[src/rtl/tmr_bank_pkg.sv]
package tmr_bank_pkg;
  localparam int CFG_W = 4;
  localparam int B_EN  = 0;
  localparam int B_EXT = 1;
  localparam int B_OVF = 2;
  localparam int B_PLS = 3;

  typedef enum logic [1:0] {
    W_STATUS = 2'd0,
    W_RELOAD = 2'd1,
    W_MATCH0 = 2'd2,
    W_MATCH1 = 2'd3
  } tmr_word_e;
endpackage

[src/rtl/tmr_addr_dec.sv]
module tmr_addr_dec #(
  parameter int AW        = 12,
  parameter int N_TMR     = 8,
  parameter int CTRL_SLOT = 3,
  parameter int IDX_W     = $clog2(N_TMR)
) (
  input  logic [AW-1:0]    addr_i,
  output logic             tmr_hit_o,
  output logic             ctrl_hit_o,
  output logic             gen_hit_o,
  output logic [IDX_W-1:0] idx_o,
  output logic [1:0]       word_o
);
  localparam int SW = AW - 4;
  localparam logic [SW-1:0] CS   = SW'(CTRL_SLOT);
  localparam logic [SW-1:0] LAST = SW'(N_TMR);

  logic [SW-1:0] slot, slot_m1;
  logic          aligned;

  assign slot    = addr_i[AW-1:4];
  assign slot_m1 = slot - SW'(1);
  assign aligned = (addr_i[1:0] == 2'b00);
  assign word_o  = addr_i[3:2];

  always_comb begin
    tmr_hit_o  = 1'b0;
    ctrl_hit_o = 1'b0;
    gen_hit_o  = 1'b0;
    idx_o      = '0;
    if (aligned) begin
      if (slot == CS) begin
        ctrl_hit_o = (word_o == 2'd0);
        gen_hit_o  = (word_o == 2'd1);
      end else if (slot < CS) begin
        tmr_hit_o = 1'b1;
        idx_o     = slot[IDX_W-1:0];
      end else if (slot <= LAST) begin
        // channels above the control slot are shifted down by one
        tmr_hit_o = 1'b1;
        idx_o     = slot_m1[IDX_W-1:0];
      end
    end
  end
endmodule

[src/rtl/tmr_ctrl_seq.sv]
module tmr_ctrl_seq
  import tmr_bank_pkg::*;
#(
  parameter int N_TMR       = 8,
  parameter int PULSE_FIRST = 4,
  localparam int CW         = CFG_W * N_TMR
) (
  input  logic             clk_i,
  input  logic             rst_ni,
  input  logic             wr_i,
  input  logic [CW-1:0]    wdata_i,
  output logic [CW-1:0]    ctrl_o,
  output logic [N_TMR-1:0] en_o,
  output logic [N_TMR-1:0] start_o,
  output logic [N_TMR-1:0] ext_o,
  output logic [N_TMR-1:0] ovf_o,
  output logic [N_TMR-1:0] pls_o
);
  logic [CW-1:0]    ctrl_q;
  logic [N_TMR-1:0] cur_en, new_en, new_ext, new_ovf, new_pls, pls_cap;
  logic [N_TMR-1:0] fall_w, rise_w, en_set;
  // stage 1: captured write
  logic             cfg_vld_q;
  logic [N_TMR-1:0] ext_p_q, ovf_p_q, pls_p_q, rise_p_q;
  // stage 2: configuration applied
  logic [N_TMR-1:0] ext_q, ovf_q, pls_q, arm_q;
  // stage 3: enable applied
  logic [N_TMR-1:0] en_q, start_q;

  for (genvar gi = 0; gi < N_TMR; gi++) begin : g_fld
    assign cur_en[gi]  = ctrl_q[gi*CFG_W + B_EN];
    assign new_en[gi]  = wdata_i[gi*CFG_W + B_EN];
    assign new_ext[gi] = wdata_i[gi*CFG_W + B_EXT];
    assign new_ovf[gi] = wdata_i[gi*CFG_W + B_OVF];
    assign new_pls[gi] = wdata_i[gi*CFG_W + B_PLS];
    if (gi >= PULSE_FIRST) begin : g_pls
      assign pls_cap[gi] = 1'b1;
    end else begin : g_nopls
      assign pls_cap[gi] = 1'b0;
    end
  end

  assign fall_w = wr_i ? (cur_en & ~new_en) : '0;
  assign rise_w = wr_i ? (~cur_en & new_en) : '0;
  // a pending enable lands only if the current control word still asks for it
  assign en_set = arm_q & cur_en & ~fall_w;

  always_ff @(posedge clk_i or negedge rst_ni) begin
    if (!rst_ni) begin
      ctrl_q    <= '0;
      cfg_vld_q <= 1'b0;
      ext_p_q   <= '0;
      ovf_p_q   <= '0;
      pls_p_q   <= '0;
      rise_p_q  <= '0;
      ext_q     <= '0;
      ovf_q     <= '0;
      pls_q     <= '0;
      arm_q     <= '0;
      en_q      <= '0;
      start_q   <= '0;
    end else begin
      if (wr_i) begin
        ctrl_q  <= wdata_i;
        ext_p_q <= new_ext;
        ovf_p_q <= new_ovf;
        pls_p_q <= new_pls & pls_cap;
      end
      cfg_vld_q <= wr_i;
      rise_p_q  <= rise_w;
      if (cfg_vld_q) begin
        ext_q <= ext_p_q;
        ovf_q <= ovf_p_q;
        pls_q <= pls_p_q;
      end
      arm_q   <= rise_p_q;
      en_q    <= (en_q & ~fall_w) | en_set;
      start_q <= en_set;
    end
  end

  assign ctrl_o  = ctrl_q;
  assign en_o    = en_q;
  assign start_o = start_q;
  assign ext_o   = ext_q;
  assign ovf_o   = ovf_q;
  assign pls_o   = pls_q;
endmodule

[src/rtl/tmr_rd_mux.sv]
module tmr_rd_mux #(
  parameter int N_TMR = 8,
  parameter int DW    = 32,
  parameter int CW    = 32,
  parameter int IDX_W = $clog2(N_TMR)
) (
  input  logic                rd_i,
  input  logic                tmr_hit_i,
  input  logic                ctrl_hit_i,
  input  logic                gen_hit_i,
  input  logic [IDX_W-1:0]    idx_i,
  input  logic [CW-1:0]       ctrl_i,
  input  logic [DW-1:0]       gen_i,
  input  logic [N_TMR*DW-1:0] tmr_rdata_i,
  output logic [DW-1:0]       rdata_o
);
  always_comb begin
    rdata_o = '0;
    if (rd_i) begin
      if (ctrl_hit_i)     rdata_o = DW'(ctrl_i);
      else if (gen_hit_i) rdata_o = gen_i;
      else if (tmr_hit_i) rdata_o = tmr_rdata_i[idx_i*DW +: DW];
    end
  end
endmodule

[src/rtl/tmr_bank_regs.sv]
module tmr_bank_regs
  import tmr_bank_pkg::*;
#(
  parameter int AW          = 12,
  parameter int DW          = 32,
  parameter int N_TMR       = 8,
  parameter int CTRL_SLOT   = 3,
  parameter int PULSE_FIRST = 4
) (
  input  logic                clk_i,
  input  logic                rst_ni,
  input  logic                req_i,
  input  logic                we_i,
  input  logic [AW-1:0]       addr_i,
  input  logic [DW-1:0]       wdata_i,
  output logic [DW-1:0]       rdata_o,
  output logic [N_TMR-1:0]    tmr_we_o,
  output logic [1:0]          tmr_reg_o,
  output logic [DW-1:0]       tmr_wdata_o,
  input  logic [N_TMR*DW-1:0] tmr_rdata_i,
  output logic [N_TMR-1:0]    en_o,
  output logic [N_TMR-1:0]    start_o,
  output logic [N_TMR-1:0]    ext_clk_o,
  output logic [N_TMR-1:0]    ovf_irq_en_o,
  output logic [N_TMR-1:0]    pulse_en_o,
  output logic [DW-1:0]       gen_ctrl_o
);
  localparam int IDX_W = $clog2(N_TMR);
  localparam int CW    = CFG_W * N_TMR;

  logic             tmr_hit, ctrl_hit, gen_hit, wr, rd;
  logic [IDX_W-1:0] idx;
  logic [1:0]       word;
  logic [CW-1:0]    ctrl;
  logic [DW-1:0]    gen_q;

  assign wr = req_i & we_i;
  assign rd = req_i & ~we_i;

  tmr_addr_dec #(
    .AW(AW), .N_TMR(N_TMR), .CTRL_SLOT(CTRL_SLOT), .IDX_W(IDX_W)
  ) u_dec (
    .addr_i    (addr_i),
    .tmr_hit_o (tmr_hit),
    .ctrl_hit_o(ctrl_hit),
    .gen_hit_o (gen_hit),
    .idx_o     (idx),
    .word_o    (word)
  );

  for (genvar gi = 0; gi < N_TMR; gi++) begin : g_we
    assign tmr_we_o[gi] = wr & tmr_hit & (idx == IDX_W'(gi));
  end
  assign tmr_reg_o   = word;
  assign tmr_wdata_o = wdata_i;

  tmr_ctrl_seq #(
    .N_TMR(N_TMR), .PULSE_FIRST(PULSE_FIRST)
  ) u_seq (
    .clk_i  (clk_i),
    .rst_ni (rst_ni),
    .wr_i   (wr & ctrl_hit),
    .wdata_i(wdata_i[CW-1:0]),
    .ctrl_o (ctrl),
    .en_o   (en_o),
    .start_o(start_o),
    .ext_o  (ext_clk_o),
    .ovf_o  (ovf_irq_en_o),
    .pls_o  (pulse_en_o)
  );

  always_ff @(posedge clk_i or negedge rst_ni) begin
    if (!rst_ni)            gen_q <= '0;
    else if (wr && gen_hit) gen_q <= wdata_i;
  end
  assign gen_ctrl_o = gen_q;

  tmr_rd_mux #(
    .N_TMR(N_TMR), .DW(DW), .CW(CW), .IDX_W(IDX_W)
  ) u_rd (
    .rd_i       (rd),
    .tmr_hit_i  (tmr_hit),
    .ctrl_hit_i (ctrl_hit),
    .gen_hit_i  (gen_hit),
    .idx_i      (idx),
    .ctrl_i     (ctrl),
    .gen_i      (gen_q),
    .tmr_rdata_i(tmr_rdata_i),
    .rdata_o    (rdata_o)
  );
endmodule

[config.mk]
export PLATFORM = sky130hd
export DESIGN_NAME = tmr_bank_regs
export DESIGN_NICKNAME = d
export VERILOG_FILES = /design/src/rtl/tmr_bank_pkg.sv /design/src/rtl/tmr_addr_dec.sv /design/src/rtl/tmr_ctrl_seq.sv /design/src/rtl/tmr_rd_mux.sv /design/src/rtl/tmr_bank_regs.sv
export SDC_FILE = /design/constraint.sdc
export NUM_CORES = 1
export LEC_CHECK = 0
export BUFFER_PORTS_ARGS = -buffer_cell sky130_fd_sc_hd__buf_2
export CAP_MARGIN = 10
export CORE_AREA = 2 2 174 176
export CTS_CLUSTER_SIZE = 16
export DETAILED_ROUTE_END_ITERATION = 7
export DIE_AREA = 0 0 176 178
export GPL_TIMING_DRIVEN = 0
export HOLD_SLACK_MARGIN = 0.15
export PLACE_DENSITY = 0.49
export REMOVE_ABC_BUFFERS = 1
export SKIP_LAST_GASP = 1
export SYNTH_ARGS = -nofsm -noshare
export SYNTH_HDL_FRONTEND = slang
export SYNTH_SLANG_ARGS = --single-unit
[constraint.sdc]
create_clock -name clk_i -period 3.8 [get_ports clk_i]
set_input_delay 0.57 -clock clk_i [delete_from_list [all_inputs] [get_ports clk_i]]
set_output_delay 0.57 -clock clk_i [all_outputs]
set_load 0.01 [all_outputs]
======== Word level (Yosys, flattened, before mapping) ========
Cells that the tools add are included.
operators by class
  $mul .................................... 0
  reductions and logical operators ........ 4
  bitwise gates (word level) .............. 22
  order comparisons ....................... 2
  shift-type cells ........................ 1
  equal/unequal tests ..................... 9
  divide/modulo/power cells ............... 0
  $add $sub $neg .......................... 1
  multiplexer cells ....................... 18
operators with widths
  cell                 count
  $shiftx 256x9->32    1
  $mux 32              4
  $and 8x8->8          5
  $not 8->8            3
  $mux 8               2
  $and 1x1->1          12
  $eq 3x3->1 const B   4
  $mux 3               4
  $eq 8x2->1 const B   1
  $le 8x4->1 const B   1
  $lt 8x2->1 const B   1
  $mux 1               8
  $or 8x8->8           1
  $eq 3x2->1 const B   2
  $logic_not 2->1      2
  $eq 3x1->1 const B   1
  $logic_not 3->1      1
  $sub 3x1->3 const B  1
  $eq 2x1->1 const B   1
  $logic_and 1x1->1    1
  $not 1->1            1
word-level totals
  ROM bits ................................ 0
  bits in latches ......................... 0
  register bits ........................... 137
  logic and storage cells ................. 70
  memories kept ........................... 0
  input bits .............................. 304
  memory bits (writable) .................. 0

======== Logic depth before layout (Yosys ltp) ========
Gate-level depths: netlist of the first run.
  depth after elaboration ................. 10
  gate-level depth with buffers ........... 11
  gate-level depth less buffers ........... 8

======== Hierarchy ========
A second synthesis of the first run with hierarchy kept.
unflattened totals
  cells, all modules ...................... 653
  area total of the unflattened synthesis .. 7757.4 µm²
by module, submodules not included
  module         instances  cells an instance  sequential area each (µm²)  area each (µm²)
  tmr_ctrl_seq   1          199                2127.0                      3134.3
  tmr_rd_mux     1          308                0.0                         2776.4
  tmr_bank_regs  1          116                800.8                       1640.3
  tmr_addr_dec   1          30                 0.0                         206.4

======== Worst setup path after synthesis of the first run ========
No wires, ideal clock.
  path type ............................... input port to output port
  start point ............................. input port addr_i[4]
  end point ............................... output port rdata_o[11]
  slack ................................... 0.684 ns
  cell stages on the path ................. 9
  required time ........................... 3.230 ns
  arrival time ............................ 2.546 ns
  path through ............................ ha_1 > or4b_4 > nand3_1 > buf_4 > buf_2 > mux2_2 > o22ai_1 > o21ai_1 > o221a_2
between the ends
  cells in the longest elaborated chain, start to end .. 10
  elaborated cells on any way between the ends .. 21
  those cells by class .................... add/sub: 1; order compare: 2; eq/ne: 1; shift: 1; mux: 16
ends and longest elaborated chain
  what                                       RTL line                                RTL
  start: declaration                         tmr_bank_regs.sv:14                     input logic [AW-1:0] addr_i,
  $le 8x4->1 or $sub 3x1->3 (tied branches)  tmr_addr_dec.sv:38, tmr_addr_dec.sv:22
  $mux 3                                     tmr_addr_dec.sv:38                      end else if (slot <= LAST) begin
  $mux 3                                     tmr_addr_dec.sv:35                      end else if (slot < CS) begin
  $mux 3                                     tmr_addr_dec.sv:32                      if (slot == CS) begin
  $mux 3                                     tmr_addr_dec.sv:31                      if (aligned) begin
  $shiftx 256x9->32                          tmr_rd_mux.sv:22                        else if (tmr_hit_i) rdata_o = tmr_rdata_i[idx_i*DW +: DW];
  $mux 32                                    tmr_rd_mux.sv:22
  $mux 32                                    tmr_rd_mux.sv:21                        else if (gen_hit_i) rdata_o = gen_i;
  $mux 32 *                                  tmr_rd_mux.sv:20                        if (ctrl_hit_i) rdata_o = DW'(ctrl_i);
  $mux 32 *                                  tmr_rd_mux.sv:19                        if (rd_i) begin
  end: declaration                           tmr_bank_regs.sv:16                     output logic [DW-1:0] rdata_o,
Every way passes the cells marked *; elsewhere a longest branch is shown, timed or not.

======== Worst setup path in the final report of the first run ========
  start point ............................. input port addr_i[4]
  end point ............................... output port rdata_o[0]
The elaborated chain is that of the path after synthesis.

==> results.toml, run 1 <==
[sta]
drv_slew = 0
rsz0062_at_grt = "no"
max_slew_margin_pct = 21.5
tightest_slew_ns = 1.18
min_period_ns = 3.71
fin_crit_sh_pct = 97.6
fin_tns_setup_ns = 0
setup_viol = 0
whs_ns = 0.343
hold_violations = 0
max_freq_mhz = 270
skew_ns = 0.0132

[place]
port_buffers = 445
dp.cells = 1565
place_hpwl_mm = 24.4
routabilityCongestion = 0.781

[critical_path]
arrival_ns = 3.14
worstSetupStartpointType = "input pin"
cp.required_ns = 3.23
end_kind = "primary output"
worst-path-max-fanout = 40
critPathKind = "input pin to primary output"

[grt]
antenna_found_initial = 1
grt_use_total_pct = 21.1
gr-total-overflow = 0
grt_pass1_wl_mm = 49.2
grt_max_degree = 69
grt_pass1_vias = 7990

[logic_synthesis]
synth_warnings = 0
synthDistinctLibCells = 57
syn_area_um2 = 7480
synthTopCellsByCount = "nand2_1 (153), dfrtp_1 (117), mux2_2 (86)"
avgSynthCellArea_um2 = 9.18
synth_flop_cell = "dfrtp_1"
synth_cells = 815
seq_area_frac_synth_pct = 39.1
synth_top_cell_area_share_pct = 39.1
async_reset_ff_share_pct = 100
ys_ff_latch = 117
synth.most_common_cell = "nand2_1"
yosys.area.top_type = "dfrtp_1"
synth_edf_count = 0
synthTopCellsByArea = "dfrtp_1 (39%), mux2_2 (13%), nand2_1 (7.7%), buf_4 (4.3%), o21ai_0 (3.9%)"

[power_and_ir_drop]
p_per_area_nw_per_um2 = 307
power_frac_comb_pct = 15.4
switching_power_w = 0.000867
switching_share_pct = 26.4
cellLeakagePower_nw = 5.45
seqPwrFrac_pct = 38.0
power.internal_w = 0.00242
peakVddDrop_uv = 246
power_frac_clock_pct = 46.6

[clock_network]
insertion_delay_ns = 0.41
cts_buffers = 17
cts_sinks = 117
clkTransAtPathRegs_ns = 0.05
htreeDepth = 4
cts-root-buf = "clkbuf_16"
cts_tree = "yes"
clockBufferDepth = 2

[die]
die_h_um = 178
initial_utilization_pct = 25.5
fp.dieArea_um2 = 31300
num_rows = 63
chipWidth_um = 176
io-pin-count = 450
core_area_um2 = 29400

[route]
drc_errors = 0
vias_per_cell = 5.09
vias = 8190
drt_iter0_markers = 472
wire_per_inst_um = 21.2
wl_mm = 34.1
first_pass_iters = 5
drt.antenna.violating_nets = 0

[status]
status = "complete, no violations"

[cells_and_area]
drive_gt1_share_pct = 52.0
finalNonFillerCells = 1609
nets = 1514
area_delta_synth_final_pct = 43.2

[hold_path]
hold_path_class = "flop to flop"

[flow_run]
cap_violations = 0
[layout by cell type, fill, tap and decap left out, types with 14 or more instances in the layout]
master / n
dfrtp_1: 117
o21ai_0: 58
o22ai_1: 29
a21oi_1: 27
mux2_2: 86
o21ai_1: 14
buf_2: 444
clkbuf_16: 17
o221ai_1: 32
nand2_1: 151
a31oi_1: 24
mux2i_1: 16
o221a_2: 20
nor2_1: 32
[stage by stage]
stage / instance area (um2) / power, W / utilization (%) / setup slack [ns]
after global placement: 9610 / 0.00174 / 32.7 / -4.64
after CTS: 10700 / 0.00333 / 36.2 / 0.0130
after global routing: 10700 / 0.00344 / 36.4 / 0.00898
after detailed placement: 9960 / 0.00176 / 33.9 / -1.41
final: 10700 / 0.00329 / 36.4 / 0.0931
after floorplan: 6890 / 0.00144 / - / -1.36
[worst paths after layout]
| check | from | end | slack [ns] | depth (start not counted) |
|---|---|---|---|---|
| hold reg to reg | u_seq.rise_p_q[1] | u_seq.arm_q[1] | 0.34 | 0 |
| max in group asynchronous | rst_ni | u_seq.ovf_p_q[5] | 2.37 | 3 |
| setup / recovery | addr_i[4] | rdata_o[0] | 0.09 | 10 |
| setup reg to reg | u_seq.cfg_vld_q | u_seq.ovf_o[5] | 2.11 | 1 |
| hold / removal | u_seq.rise_p_q[1] | u_seq.arm_q[1] | 0.34 | 0 |
| min in group asynchronous | rst_ni | u_seq.ovf_p_q[3] | 0.70 | 2 |
[repair_timing]
item,in CTS,in global routing
gates resized for setup,13,2
pin swaps,5,3
buffers inserted,5,4
endpoints found under the hold margin,49,0
cloned,3,0
setup endpoints to repair,77,30
hold buffers,1,0
[flip-flops by register name (all words and copies together), names as in the netlist]
register / flops
u_seq.ovf_p_q: 7
gen_ctrl_o: 32
u_seq.cfg_vld_q: 1
u_seq.ext_o: 8
u_seq.start_o: 8
u_seq.en_o: 8
u_seq.pls_o: 4
u_seq.ovf_o: 8
u_seq.arm_q: 8
u_seq.ctrl_o: 25
u_seq.rise_p_q: 8
[critical path: stages]
cell and delay (ns):
buf_2 0.13, ha_1 0.26, or4b_4 0.57, nand3_4 0.13, buf_12 0.22, nand3_1 0.32, o221ai_1 0.42, a31oi_1 0.09
o221a_2 0.26, buf_2 0.14
[power by group through the flow]
stage / clock network (W) / logic, W / registers [W]
after floorplan: 0 / 0.000163 / 0.00127
after global placement: 0 / 0.000465 / 0.00127
after detailed placement: 0 / 0.000486 / 0.00127
after CTS: 0.00157 / 0.000503 / 0.00125
after global routing: 0.00164 / 0.000548 / 0.00125
final: 0.00153 / 0.000506 / 0.00125
[cells by family (layout without fill, tap and decap cells)]
| group | Yosys count | after routing | synth area share (%) |
|---|---|---|---|
| buffers and inverters | 110 | 507 | 8.46 |
| AO/OA/AOI/OAI | 241 | 242 | 22.3 |
| flip-flops | 117 | 117 | 39.1 |
| adder cells (fa/ha/maj) | 3 | 3 | 0.502 |
| multiplexers | 102 | 102 | 15.1 |
| AND/OR/NAND/NOR | 241 | 243 | 14.5 |
| other | 1 | 5 | 0.0501 |
[metal layers]
metal | share of wire (%) | global-route usage [%]
met5 | 0 | 0
met1 | 42 | 26.7
met3 | 6.2 | 4.43
met4 | 1.9 | 5.96
met2 | 50 | 36.5
[layout make-up]
type | instances | area [um2]
diodes | 1 | 2.50
clock buffers | 21 | 470
clock inverters | 9 | 80.1
fillers | 3066 | 18700
inverters | 8 | 36.3
multi-input cells | 594 | 4080
flip-flops and latches | 117 | 2930
well taps | 390 | 488
repair buffers | 469 | 2630
Note: power is estimated with default switching activity, not from simulation.
==> run 2: changes to the inputs <==
CELL_PAD_IN_SITES_DETAIL_PLACEMENT = 1   (was unset)
CELL_PAD_IN_SITES_GLOBAL_PLACEMENT = 1   (was unset)
CORE_AREA = 2 2 173 175   (was 2 2 174 176)
DIE_AREA = 0 0 175 177   (was 0 0 176 178)
PLACE_DENSITY = 0.67   (was 0.49)
==> results.toml, run 2 (same netlist as run 1, synthesis figures left out) <==
[status]
status = "complete, no violations"

[die]
core_area_um2 = 29200
io-pin-count = 450
fp.dieArea_um2 = 31000
initial_utilization_pct = 25.6
chipWidth_um = 175
num_rows = 63
die_h_um = 177

[cells_and_area]
drive_gt1_share_pct = 53.1
largest_reg_flops = 32
nets = 1529
n_antenna_cell = 0
finalNonFillerCells = 1625
area_delta_synth_final_pct = 46.7
final_cell_mix = "buf_2 (444), nand2_1 (151), dfrtp_1 (117)"
fin_util_pct = 37.5
layout_commonest_cell = "buf_2"
final_area_um2 = 11000

[critical_path]
end_kind = "primary output"
r2r_cells = 2
critPathKind = "input pin to primary output"
crit_path_cell_trace = "buf_2 > ha_4 > or4b_4 > and3_4 > buf_12 > a21oi_4 > buf_8 > o221ai_1 > a31oi_1 > o221a_2 > buf_2"
cp.required_ns = 3.23
cp_top_family = "compound AO/OA/AOI/OAI gates"
cp_slowest_stage_delay_ns = 0.55
cp_common_cell = "buf_2"
worstSetupStartpointType = "input pin"
worst-path-max-fanout = 24
worst-path-buf-inv = 4
cp.depth = 11
arrival_ns = 3.19
slowest_stage = "or4b_4"

[power_and_ir_drop]
cellLeakagePower_nw = 5.57
power.total_w = 0.00340
peakVddDrop_uv = 223
p_per_area_nw_per_um2 = 309

[route]
vias = 8437
drt_iter0_markers = 381
drt.antenna.violating_nets = 0
wire_per_inst_um = 23.2
wl_mm = 37.6
vias_per_cell = 5.19
first_pass_iters = 4
drc_errors = 0

[grt]
grt_max_degree = 79
gr-total-overflow = 0
antenna_found_initial = 2
grt_pass1_wl_mm = 54.1
grt_pass1_vias = 8817
grt_use_total_pct = 23.3

[clock_network]
clockBufferDepth = 2
cts-root-buf = "clkbuf_16"
cts_tree = "yes"
cts_buffers = 17
htreeDepth = 4
clkTransAtPathRegs_ns = 0.06
cts_sinks = 117
insertion_delay_ns = 0.41

[sta]
drv_slew = 0
min_period_ns = 3.76
rsz0062_at_grt = "yes"
hold_violations = 0
skew_ns = 0.00895
max_slew_margin_pct = 46.9
tightest_slew_ns = 0.786
setup_viol = 0
max_freq_mhz = 266
fin_crit_sh_pct = 98.9
setup_ws_ns = 0.0402

[place]
routabilityCongestion = 0.837
dp.cells = 1566
place_hpwl_mm = 26.7
dp_slack_ns = -1.43
placed_cell_area_um2 = 9970
port_buffers = 445

[hold_path]
hold_path_class = "flop to flop"
holdPathStages = 0

[flow_run]
cap_violations = 0
## run 2: cell count changes in the layout (fill, tap and decap cells not counted), moves of 2 or more
| cell | change |
|---|---|
| ha_1 | -2 |
| clkinvlp_4 | -2 |
| clkbuf_16 | +2 |
| clkbuf_8 | -3 |
| o21ai_0 | -2 |
| buf_12 | +2 |
| buf_4 | +9 |
| ha_4 | +2 |
| inv_6 | +4 |
| clkinv_4 | +3 |
## run 2: through the flow
stage,hold slack [ns],TNS (ns)
2_1_floorplan,0.274,-33.38
3_3_place_gp,0.332,-214.65
3_5_place_dp,0.336,-70.15
4_1_cts,0.350,0
5_1_grt,0.361,-0.0609
6_report,0.349,0
## run 2: worst reg2reg max path: stages, from the launching register on
cell and delay, ns:
dfrtp_1 0.65, buf_16 0.23, mux2_2 0.37
## run 2: what timing repair did
action	CTS	global route
endpoints found under the setup margin	74	21
gates resized for setup	15	15
cloned	3	2
hold buffers	1	0
setup buffers	10	10
pin swaps	7	5
hold endpoints to repair	39	0
## run 2: worst paths after layout
check	end	slack, ns	start
max reg2reg	u_seq.ext_o[3]	2.43	u_seq.cfg_vld_q
max	rdata_o[20]	0.04	addr_i[4]
max in group asynchronous	gen_ctrl_o[3]	2.40	rst_ni
min reg2reg	u_seq.arm_q[1]	0.35	u_seq.rise_p_q[1]
min	u_seq.arm_q[1]	0.35	u_seq.rise_p_q[1]
min in group asynchronous	gen_ctrl_o[4]	0.64	rst_ni
## run 2: layout make-up
type	count	area [um2]
Multi-Input combinational cell	594	4130
Timing Repair Buffer	484	2820
Clock inverter	14	151
Sequential cell	117	2930
Clock buffer	18	429
Fill cell	3506	18300
Tap cell	390	488
Inverter	8	36.3
## run 2: where the power goes
group / switching, W / internal, W
clock: 0.000648 / 0.000973
combinational: 0.000286 / 0.000239
sequential: 0.00000154 / 0.00125
## run 2: metal layers
metal	wire [um]	vias to the layer above	global-route usage [%]	share of wire, %
met5	27	-	0	0.072
met4	1010	4	9.06	2.7
met3	2350	62	5.35	6.2
met2	18900	366	40.4	50
met1	15300	4204	28.1	41
li1	-	3801	-	-
==> run 3: changes to the inputs <==
CORE_AREA = 2 2 177 179   (was 2 2 173 175)
DIE_AREA = 0 0 179 181   (was 0 0 175 177)
PLACE_DENSITY = 0.66   (was 0.67)
clock period = 3.41 ns   (was 3.8 ns; I/O delays follow)
==> results.toml, run 3 (same netlist as run 1, synthesis figures left out) <==
[power_and_ir_drop]
power_frac_clock_pct = 45.4
seqPwrFrac_pct = 36.8
cellLeakagePower_nw = 5.71
switching_share_pct = 27.7
power.total_w = 0.00378
power_frac_comb_pct = 17.8
peakVddDrop_uv = 267
power.internal_w = 0.00273
switching_power_w = 0.00105
p_per_area_nw_per_um2 = 332

[clock_network]
cts-root-buf = "clkbuf_16"
insertion_delay_ns = 0.41
clkTransAtPathRegs_ns = 0.06
cts_buffers = 17
cts_sinks = 117
cts_tree = "yes"
clockBufferDepth = 2
htreeDepth = 4

[route]
vias = 8531
drt_iter0_markers = 358
drt.antenna.violating_nets = 0
first_pass_iters = 5
wl_mm = 39.5
vias_per_cell = 5.16
drc_errors = 0
wire_per_inst_um = 23.9

[critical_path]
critPathKind = "input pin to primary output"
slowest_stage = "or3b_4"
crit_path_cell_trace = "buf_4 > inv_2 > ha_4 > or3b_4 > nand3_4 > buf_4 > bufbuf_16 > mux2_2 > o22ai_1 > o22a_1 > o22ai_1 > buf_2"
cp_slowest_stage_delay_ns = 0.41
cp.required_ns = 2.90
worst-path-max-fanout = 13
worstSetupStartpointType = "input pin"
arrival_ns = 2.85
reg2reg_slack_ns = 1.89
end_kind = "primary output"

[flow_run]
cap_violations = 0

[cells_and_area]
fin_util_pct = 37.5
fillers = 3626
nets = 1550
drive_gt1_share_pct = 54.7
area_delta_synth_final_pct = 52.0
final_cell_mix = "buf_2 (442), nand2_1 (150), dfrtp_1 (117)"
n_antenna_cell = 0
layout_commonest_cell = "buf_2"
largest_reg_flops = 32
final_area_um2 = 11400

[grt]
gr-total-overflow = 0
grt_use_total_pct = 23.9
antenna_found_initial = 2
grt_use_met1_pct = 29.7
grt_pass1_wl_mm = 57.0
grt_max_degree = 73
grtUsageMet3_pct = 4.27
grt_pass1_vias = 8986
grt_most_used_layer = "met2"
use_met2_pct = 42.6

[sta]
rsz0062_at_grt = "yes"
hold_violations = 0
tightest_slew_ns = 0.920
fin_tns_setup_ns = 0
fin_crit_sh_pct = 98.7
max_slew_margin_pct = 38.3
drv_slew = 0
min_period_ns = 3.36
max_freq_mhz = 297
skew_ns = 0.0100
setup_viol = 0

[die]
chipWidth_um = 179
initial_utilization_pct = 24.7
die_h_um = 181
fp.dieArea_um2 = 32400
core_area_um2 = 30300
io-pin-count = 450
num_rows = 64

[status]
status = "complete, no violations"

[place]
place_hpwl_mm = 27.1
placed_cell_area_um2 = 9990
port_buffers = 445
routabilityCongestion = 0.843

[hold_path]
hold_path_class = "input pin to flop"
run 3: cell count changes in the layout (fill, tap and decap cells not counted), sizes merged:
cell	change
buf	+19
clkinvlp	+5
inv	-4
bufbuf	+2
bufinv	-1
clkbuf	+1
clkinv	-1
run 3: final cells by class:
class | count | area (um2) | share of cell area (%)
Clock buffer | 20 | 447 | 3.93
Clock inverter | 12 | 108 | 0.946
Inverter | 8 | 36.3 | 0.319
Multi-Input combinational cell | 594 | 4230 | 37.2
Sequential cell | 117 | 2930 | 25.7
Tap cell | 396 | 495 | 4.36
Timing Repair Buffer | 504 | 3120 | 27.4
Timing Repair inverter | 1 | 5.00 | 0.0440
run 3: power groups by stage:
stage	Combinational, W	Sequential [W]	Clock (W)
after detailed placement	0.000554	0.00142	0
after global routing	0.000721	0.00139	0.00183
after floorplan	0.000182	0.00142	0
after global placement	0.000525	0.00142	0
after CTS	0.000661	0.00139	0.00176
final	0.000672	0.00139	0.00171
run 3: routing by layer:
metal,vias up,wire (um)
met5,-,13
met4,2,646
met3,40,2210
met2,375,20000
met1,4286,16500
li1,3828,-
run 3: final timing paths:
kind | start | endpoint | cells after the start
max | addr_i[4] | rdata_o[2] | 12
min | wdata_i[10] | u_seq.ovf_p_q[2] | 3
max reg2reg | u_seq.cfg_vld_q | u_seq.pls_o[6] | 2
min reg2reg | u_seq.rise_p_q[6] | u_seq.arm_q[6] | 0
max in group asynchronous | rst_ni | u_seq.ovf_o[0] | 3
min in group asynchronous | rst_ni | u_seq.arm_q[1] | 2
run 3: metrics by stage:
step / instances / setup slack [ns] / hold slack [ns]
floorplan: 716 / -1.63 / 0.216
global placement: 1557 / -5.13 / 0.332
detailed placement: 1572 / -1.79 / 0.336
CTS: 1646 / -0.0262 / 0.310
global route: 1652 / -0.0212 / 0.323
finish: 1652 / 0.0459 / 0.339
run 3: timing repair:
action                                 CTS  global route
endpoints found under the hold margin   45             0
setup endpoints to repair               91            40
resized for setup                       40            14
cloned                                   7             1
buffers inserted                        34             4
hold buffers                             1             0
pin swaps                               14             7
run 3: critical path, delay by kind of cell:
| family | cells | cell delay, ns |
|---|---|---|
| AOI/OAI and AO/OA | 3 | 0.39 |
| buffers and inverters | 5 | 0.79 |
| adders and majority gates | 1 | 0.25 |
| muxes | 1 | 0.35 |
| and+or+nand+nor | 2 | 0.56 |
